[src/rtl/tourney_pkg.sv]
package tourney_pkg;

  typedef enum logic [2:0] {
    ST_IDLE,
    ST_DRAW_A,
    ST_DRAW_B,
    ST_READ_A,
    ST_READ_B,
    ST_COMPARE,
    ST_DONE
  } selState_t;

  typedef struct packed {
    logic drawFirst;
    logic drawSecond;
    logic readFirst;
    logic readSecond;
    logic latchFit;
    logic commitA;
    logic commitB;
  } selStrobe_t;

endpackage

[src/rtl/tourney_ctrl.sv]
module tourney_ctrl
  import tourney_pkg::*;
(
  input  logic       clk,
  input  logic       rst_n,
  input  logic       start,
  input  logic       candOk,
  output selStrobe_t strobe,
  output logic       done
);

  selState_t state, stateNext;
  logic      secondRound, secondRoundNext;

  always_comb begin
    stateNext       = state;
    secondRoundNext = secondRound;
    strobe          = '0;
    done            = 1'b0;
    unique case (state)
      ST_IDLE: begin
        if (start) begin
          stateNext       = ST_DRAW_A;
          secondRoundNext = 1'b0;
        end
      end
      ST_DRAW_A: begin
        strobe.drawFirst = 1'b1;
        if (candOk) stateNext = ST_DRAW_B;
      end
      ST_DRAW_B: begin
        strobe.drawSecond = 1'b1;
        if (candOk) stateNext = ST_READ_A;
      end
      ST_READ_A: begin
        strobe.readFirst = 1'b1;
        stateNext        = ST_READ_B;
      end
      ST_READ_B: begin
        strobe.readSecond = 1'b1;
        strobe.latchFit   = 1'b1;
        stateNext         = ST_COMPARE;
      end
      ST_COMPARE: begin
        strobe.commitA = ~secondRound;
        strobe.commitB = secondRound;
        if (secondRound) begin
          stateNext = ST_DONE;
        end else begin
          stateNext       = ST_DRAW_A;
          secondRoundNext = 1'b1;
        end
      end
      ST_DONE: begin
        done = 1'b1;
        if (start) begin
          stateNext       = ST_DRAW_A;
          secondRoundNext = 1'b0;
        end else begin
          stateNext = ST_IDLE;
        end
      end
      default: stateNext = ST_IDLE;
    endcase
  end

  always_ff @(posedge clk) begin
    if (!rst_n) begin
      state       <= ST_IDLE;
      secondRound <= 1'b0;
    end else begin
      state       <= stateNext;
      secondRound <= secondRoundNext;
    end
  end

endmodule

[src/rtl/tourney_datapath.sv]
module tourney_datapath
  import tourney_pkg::*;
#(
  parameter int                 POP_SIZE      = 20,
  parameter int                 FIT_W         = 16,
  parameter int                 LFSR_W        = 16,
  parameter logic [LFSR_W-1:0]  TAP_MASK      = 16'hB400,
  parameter logic [LFSR_W-1:0]  RESET_SEED    = 16'hACE1,
  parameter bit                 HIGHER_BETTER = 1'b0,
  localparam int                IDX_W         = (POP_SIZE > 1) ? $clog2(POP_SIZE) : 1
) (
  input  logic              clk,
  input  logic              rst_n,
  input  selStrobe_t        strobe,
  input  logic              seedLoad,
  input  logic [LFSR_W-1:0] seedValue,
  input  logic [FIT_W-1:0]  fitData,
  output logic              candOk,
  output logic [IDX_W-1:0]  fitAddr,
  output logic              fitRdEn,
  output logic [IDX_W-1:0]  parentA,
  output logic [IDX_W-1:0]  parentB
);

  localparam logic [IDX_W:0]  POP_LIMIT = (IDX_W+1)'(POP_SIZE);
  localparam logic [LFSR_W-1:0] ONE_SEED = LFSR_W'(1);

  logic [LFSR_W-1:0] lfsr, lfsrNext;
  logic [IDX_W-1:0]  candidate, idxFirst, idxSecond, winner;
  logic [FIT_W-1:0]  fitFirst;
  logic              secondWins;

  assign lfsrNext  = lfsr[0] ? ((lfsr >> 1) ^ TAP_MASK) : (lfsr >> 1);
  assign candidate = lfsr[IDX_W-1:0];
  assign candOk    = {1'b0, candidate} < POP_LIMIT;

  always_ff @(posedge clk) begin
    if (!rst_n) begin
      lfsr <= RESET_SEED;
    end else if (seedLoad) begin
      lfsr <= (seedValue == '0) ? ONE_SEED : seedValue;
    end else if (strobe.drawFirst || strobe.drawSecond) begin
      lfsr <= lfsrNext;
    end
  end

  always_ff @(posedge clk) begin
    if (!rst_n) begin
      idxFirst  <= '0;
      idxSecond <= '0;
      fitFirst  <= '0;
    end else begin
      if (strobe.drawFirst && candOk)  idxFirst  <= candidate;
      if (strobe.drawSecond && candOk) idxSecond <= candidate;
      if (strobe.latchFit)             fitFirst  <= fitData;
    end
  end

  assign fitRdEn = strobe.readFirst | strobe.readSecond;
  assign fitAddr = strobe.readSecond ? idxSecond : idxFirst;

  generate
    if (HIGHER_BETTER) begin : g_higherWins
      assign secondWins = fitData > fitFirst;
    end else begin : g_lowerWins
      assign secondWins = fitData < fitFirst;
    end
  endgenerate

  assign winner = secondWins ? idxSecond : idxFirst;

  always_ff @(posedge clk) begin
    if (!rst_n) begin
      parentA <= '0;
      parentB <= '0;
    end else begin
      if (strobe.commitA) parentA <= winner;
      if (strobe.commitB) parentB <= winner;
    end
  end

endmodule

[src/rtl/tourney_pick.sv]
module tourney_pick
  import tourney_pkg::*;
#(
  parameter int                 POP_SIZE      = 20,
  parameter int                 FIT_W         = 16,
  parameter int                 LFSR_W        = 16,
  parameter logic [LFSR_W-1:0]  TAP_MASK      = 16'hB400,
  parameter logic [LFSR_W-1:0]  RESET_SEED    = 16'hACE1,
  parameter bit                 HIGHER_BETTER = 1'b0,
  localparam int                IDX_W         = (POP_SIZE > 1) ? $clog2(POP_SIZE) : 1
) (
  input  logic              clk,
  input  logic              rst_n,
  input  logic              start,
  input  logic              seedLoad,
  input  logic [LFSR_W-1:0] seedValue,
  output logic [IDX_W-1:0]  fitAddr,
  output logic              fitRdEn,
  input  logic [FIT_W-1:0]  fitData,
  output logic              done,
  output logic [IDX_W-1:0]  parentA,
  output logic [IDX_W-1:0]  parentB
);

  selStrobe_t strobe;
  logic       candOk;

  tourney_ctrl uCtrl (
    .clk    (clk),
    .rst_n  (rst_n),
    .start  (start),
    .candOk (candOk),
    .strobe (strobe),
    .done   (done)
  );

  tourney_datapath #(
    .POP_SIZE      (POP_SIZE),
    .FIT_W         (FIT_W),
    .LFSR_W        (LFSR_W),
    .TAP_MASK      (TAP_MASK),
    .RESET_SEED    (RESET_SEED),
    .HIGHER_BETTER (HIGHER_BETTER)
  ) uPath (
    .clk       (clk),
    .rst_n     (rst_n),
    .strobe    (strobe),
    .seedLoad  (seedLoad),
    .seedValue (seedValue),
    .fitData   (fitData),
    .candOk    (candOk),
    .fitAddr   (fitAddr),
    .fitRdEn   (fitRdEn),
    .parentA   (parentA),
    .parentB   (parentB)
  );

endmodule

[config.mk]
export PLATFORM = sky130hd
export DESIGN_NAME = tourney_pick
export DESIGN_NICKNAME = d
export VERILOG_FILES = /design/src/rtl/tourney_pkg.sv /design/src/rtl/tourney_ctrl.sv /design/src/rtl/tourney_datapath.sv /design/src/rtl/tourney_pick.sv
export SDC_FILE = /design/constraint.sdc
export NUM_CORES = 1
export LEC_CHECK = 0
export ABC_AREA = 0
export BUFFER_PORTS_ARGS = -buffer_cell sky130_fd_sc_hd__buf_2
export CORE_MARGIN = 10
export CORE_UTILIZATION = 45
export CTS_CLUSTER_DIAMETER = 40
export DETAILED_ROUTE_END_ITERATION = 10
export PLACE_DENSITY = 0.72
export SLEW_MARGIN = 20
export SYNTH_ARGS = -nofsm -noshare
export SYNTH_HDL_FRONTEND = slang
export SYNTH_SLANG_ARGS = --single-unit
export TNS_END_PERCENT = 1
[constraint.sdc]
create_clock -name clk -period 1.75 [get_ports clk]
set_input_delay 0.2625 -clock clk [delete_from_list [all_inputs] [get_ports clk]]
set_output_delay 0.2625 -clock clk [all_outputs]
set_load 0.03 [all_outputs]
==> insert_results.sql <==
INSERT INTO impl_metrics (metric_group, metric, value, unit) VALUES
('clocking', 'postCtsHoldBufs', '0', ''),
('detailed_routing', 'drt_first_pass_iters', '4', ''),
('placement', 'globalplace.congestion', '0.836', ''),
('setup_path', 'startpoint_class', 'flop', ''),
('layout', 'footprint_of_the_multi_input_gates', '1950', 'sq um'),
('global_routing', 'grt_first_pass_wirelength', '12600', 'microns'),
('placement', 'io_buffers', '52', ''),
('run_status', 'run_status', 'finished, violations left', ''),
('floorplanning', 'dieHeight', '102', 'microns'),
('layout', 'mostFrequentLayoutCell', 'sky130_fd_sc_hd__nand2_1', ''),
('layout', 'diode_insertion_count_for_antenna_repair', '0', ''),
('synthesis', 'netlist_area_before_placement', '3030', 'sq um'),
('layout', 'area_growth_syn_to_layout', '25.2', '%'),
('synthesis', 'synth_largest_type_area_fraction', '37.0', '%'),
('floorplanning', 'number_of_rows_created_at_floorplan', '29', ''),
('floorplanning', 'dieArea', '10400', 'sq um'),
('layout', 'highest_count_cells_in_the_layout_ignoring_fill_and_taps', '75 x sky130_fd_sc_hd__nand2_1, 50 x sky130_fd_sc_hd__buf_2, 39 x sky130_fd_sc_hd__dfxtp_1', ''),
('clocking', 'clock_tree.root_cell', 'sky130_fd_sc_hd__clkbuf_8', ''),
('detailed_routing', 'wl_per_cell', '14.6', 'microns'),
('timing', 'final.setup.tns', '-395', 'ps'),
('job', 'cap_violations', '0', ''),
('synthesis', 'synth-seq-cells', '56', ''),
('clocking', 'clock_tree_from_tritoncts', 'yes', ''),
('power_and_ir_drop', 'report.power.total', '2.86', 'mW'),
('timing', 'final.setup_skew', '11.6', 'ps'),
('synthesis', 'syn-instance-count', '371', ''),
('floorplanning', 'io-pin-count', '53', ''),
('global_routing', 'globalRouteOverflowTotal', '0', ''),
('setup_path', 'worst-path-max-fanout', '5', ''),
('timing', 'grt_setup_unrepaired', 'true', ''),
('power_and_ir_drop', 'power.ir.vdd_worst', '0.378', 'mV'),
('placement', 'worst_case_setup_slack_after_placement', '-107', 'ps'),
('setup_path', 'critPathRequiredTime', '2000', 'ps'),
('timing', 'postLayoutSetupSlackWorst', '-50.1', 'ps'),
('synthesis', 'yosysWarningCount', '0', ''),
('timing', 'slew_viol_final', '0', ''),
('synthesis', 'yosys-top-cells-area', 'sky130_fd_sc_hd__dfxtp_1 37%, sky130_fd_sc_hd__nand2_1 9.3%, sky130_fd_sc_hd__ha_1 6.2%, sky130_fd_sc_hd__mux2i_1 4.3%, sky130_fd_sc_hd__a211oi_2 4.1%', ''),
('power_and_ir_drop', 'p_leak', '1.52', 'nW'),
('global_routing', 'maximum_number_of_pins_on_one_net_before_global_route_repair', '26', ''),
('timing', 'hold_slack', '170', 'ps'),
('detailed_routing', 'totalWireLength', '7320', 'microns'),
('synthesis', 'synth.largest_area_cell', 'sky130_fd_sc_hd__dfxtp_1', ''),
('setup_path', 'worstSetupPathType', 'reg2reg', ''),
('timing', 'timing.final.hold_violations', '0', ''),
('floorplanning', 'start_util', '46.9', '%'),
('clocking', 'tritoncts.num_buffers', '5', ''),
('layout', 'final-seq-area', '1140', 'sq um'),
('detailed_routing', 'drt_iter0_markers', '91', ''),
('synthesis', 'netlist-cell-type-count', '38', ''),
('detailed_routing', 'ant_nets', '0', ''),
('global_routing', 'grt_pass1_vias', '2737', ''),
('setup_path', 'worstSetupEndpointType', 'flop', ''),
('detailed_routing', 'drc', '0', ''),
('timing', 'worstMarginPinSlew', '712', 'ps'),
('clocking', 'max-clock-path-buffers', '2', ''),
('timing', 'fmax', '556', 'MHz'),
('layout', 'nets', '474', ''),
('setup_path', 'cp.arrival', '2050', 'ps'),
('worst_hold_path', 'hold_class', 'in2reg', ''),
('synthesis', 'synth.yosys.seq_area_share', '37.0', '%'),
('timing', 'layout_min_cycle_time', '1800', 'ps'),
('synthesis', 'syn_avg_cell_area', '8.17', 'sq um'),
('layout', 'share_of_final_layout_standard_cells_stronger_than_drive_strength_1', '35.4', '%'),
('placement', 'place_inst', '491', ''),
('timing', 'setup_violations', '10', ''),
('floorplanning', 'design.core.area', '6460', 'sq um'),
('placement', 'hpwlAfterDp', '5230', 'microns'),
('layout', 'fillers', '574', ''),
('global_routing', 'grtUsageTotal', '14.4', '%'),
('clocking', 'clock_tree.htree_level_count', '2', ''),
('run_status', 'violations_in_the_final_reports', 'negative setup slack', '');
-- timing repair --
action | 4_1_cts | 5_1_grt
endpoints found under the setup margin | 16 | 16
pin swaps | 13 | 15
endpoints found under the hold margin | 0 | 0
resized for setup | 40 | 24
gates cloned | 1 | 1
buffers inserted | 1 | 0
-- final timing paths --
kind | startpoint | to | slack [ps] | cells past startpoint
hold / removal | seedValue[11] | uPath.lfsr[11] | 170 | 3
setup reg to reg | uPath.fitFirst[1] | uPath.parentB[3] | -50 | 7
hold reg to reg | uPath.fitFirst[3] | uPath.fitFirst[3] | 470 | 2
setup / recovery | uPath.fitFirst[1] | uPath.parentB[3] | -50 | 7
-- through the flow --
stage | util (%) | area, sq um
4_1_cts | 57.5 | 3710
3_5_place_dp | 53.0 | 3420
5_1_grt | 58.8 | 3800
2_1_floorplan | - | 3030
3_3_place_gp | 53.0 | 3420
6_report | 58.8 | 3800
-- sequential cells by signal, summed over array words and instances, names as in the netlist --
signal,cells
uCtrl.secondRound,1
uPath.parentB,5
uPath.fitFirst,16
uPath.lfsr,16
uPath.idxSecond,5
uPath.parentA,5
uPath.idxFirst,5
uCtrl.state,3
-- worst max-delay path, stage by stage (launching register included) --
cell                        delay [ps]
sky130_fd_sc_hd__dfxtp_2           350
sky130_fd_sc_hd__inv_2              40
sky130_fd_sc_hd__ha_4              210
sky130_fd_sc_hd__a2111oi_4         330
sky130_fd_sc_hd__o32ai_4           140
sky130_fd_sc_hd__a211o_4           320
sky130_fd_sc_hd__buf_16            150
sky130_fd_sc_hd__a211oi_2          190
-- Yosys cell counts --
library cell,n
sky130_fd_sc_hd__nand4_1,1
sky130_fd_sc_hd__and4_1,3
sky130_fd_sc_hd__a22oi_1,5
sky130_fd_sc_hd__nand2b_1,7
sky130_fd_sc_hd__mux2_2,9
sky130_fd_sc_hd__dfxtp_1,56
sky130_fd_sc_hd__ha_1,15
sky130_fd_sc_hd__xnor2_1,3
sky130_fd_sc_hd__buf_2,6
sky130_fd_sc_hd__o21a_1,3
sky130_fd_sc_hd__o211ai_1,2
sky130_fd_sc_hd__a211oi_1,12
sky130_fd_sc_hd__a211o_1,2
sky130_fd_sc_hd__o21ai_0,20
sky130_fd_sc_hd__o311a_1,1
sky130_fd_sc_hd__and2_1,3
sky130_fd_sc_hd__nor2b_1,2
sky130_fd_sc_hd__nand2_1,75
sky130_fd_sc_hd__buf_1,1
sky130_fd_sc_hd__clkbuf_1,16
sky130_fd_sc_hd__a21o_1,2
sky130_fd_sc_hd__mux2i_1,13
sky130_fd_sc_hd__nor2_1,31
sky130_fd_sc_hd__nor4_1,4
sky130_fd_sc_hd__a21oi_1,16
sky130_fd_sc_hd__and3_1,2
sky130_fd_sc_hd__a211oi_2,10
sky130_fd_sc_hd__inv_1,20
sky130_fd_sc_hd__nor3_1,5
sky130_fd_sc_hd__nand3_1,5
sky130_fd_sc_hd__nand2b_4,1
sky130_fd_sc_hd__a21boi_0,12
sky130_fd_sc_hd__buf_6,1
sky130_fd_sc_hd__nand3b_1,1
sky130_fd_sc_hd__o32ai_1,1
sky130_fd_sc_hd__o22ai_1,3
sky130_fd_sc_hd__nor3b_2,1
sky130_fd_sc_hd__a2111oi_4,1
-- power breakdown --
| group | switching [mW] | internal [mW] | leakage (nW) |
|---|---|---|---|
| logic | 0.363 | 0.351 | 1.01 |
| clock network | 0.446 | 0.286 | 0.0445 |
| registers | 0.0630 | 1.35 | 0.465 |
-- per-layer routing --
metal	up-vias	GRT usage, %	share of wire, %
li1	1381	-	-
met1	1267	17.7	46
met2	65	24.8	48
met3	7	3.64	5.1
met4	0	3.25	0.83
met5	-	0	0
-- cells by family (layout without fill, tap and decap cells) --
family                     count (synthesis)  in the layout  share of synthesized area (%)
DFF                                       56             56                           37.0
and+or+nand+nor                          141            141                           20.7
AOI/OAI and AO/OA                         90             90                           21.7
muxes                                     22             22                           7.64
adders and majority gates                 15             15                           6.19
xor gates and xnor gates                   3              3                          0.867
buffers and inverters                     44             97                           5.94
-- layout make-up --
| type | count | area share, % |
|---|---|---|
| Timing Repair Buffer | 69 | 11.7 |
| Inverter | 20 | 1.98 |
| Multi-Input combinational cell | 271 | 51.3 |
| Sequential cell | 56 | 30.1 |
| Clock buffer | 5 | 1.81 |
| Clock inverter | 3 | 0.560 |
| Tap cell | 77 | 2.54 |
(Power assumes the default switching activity.)
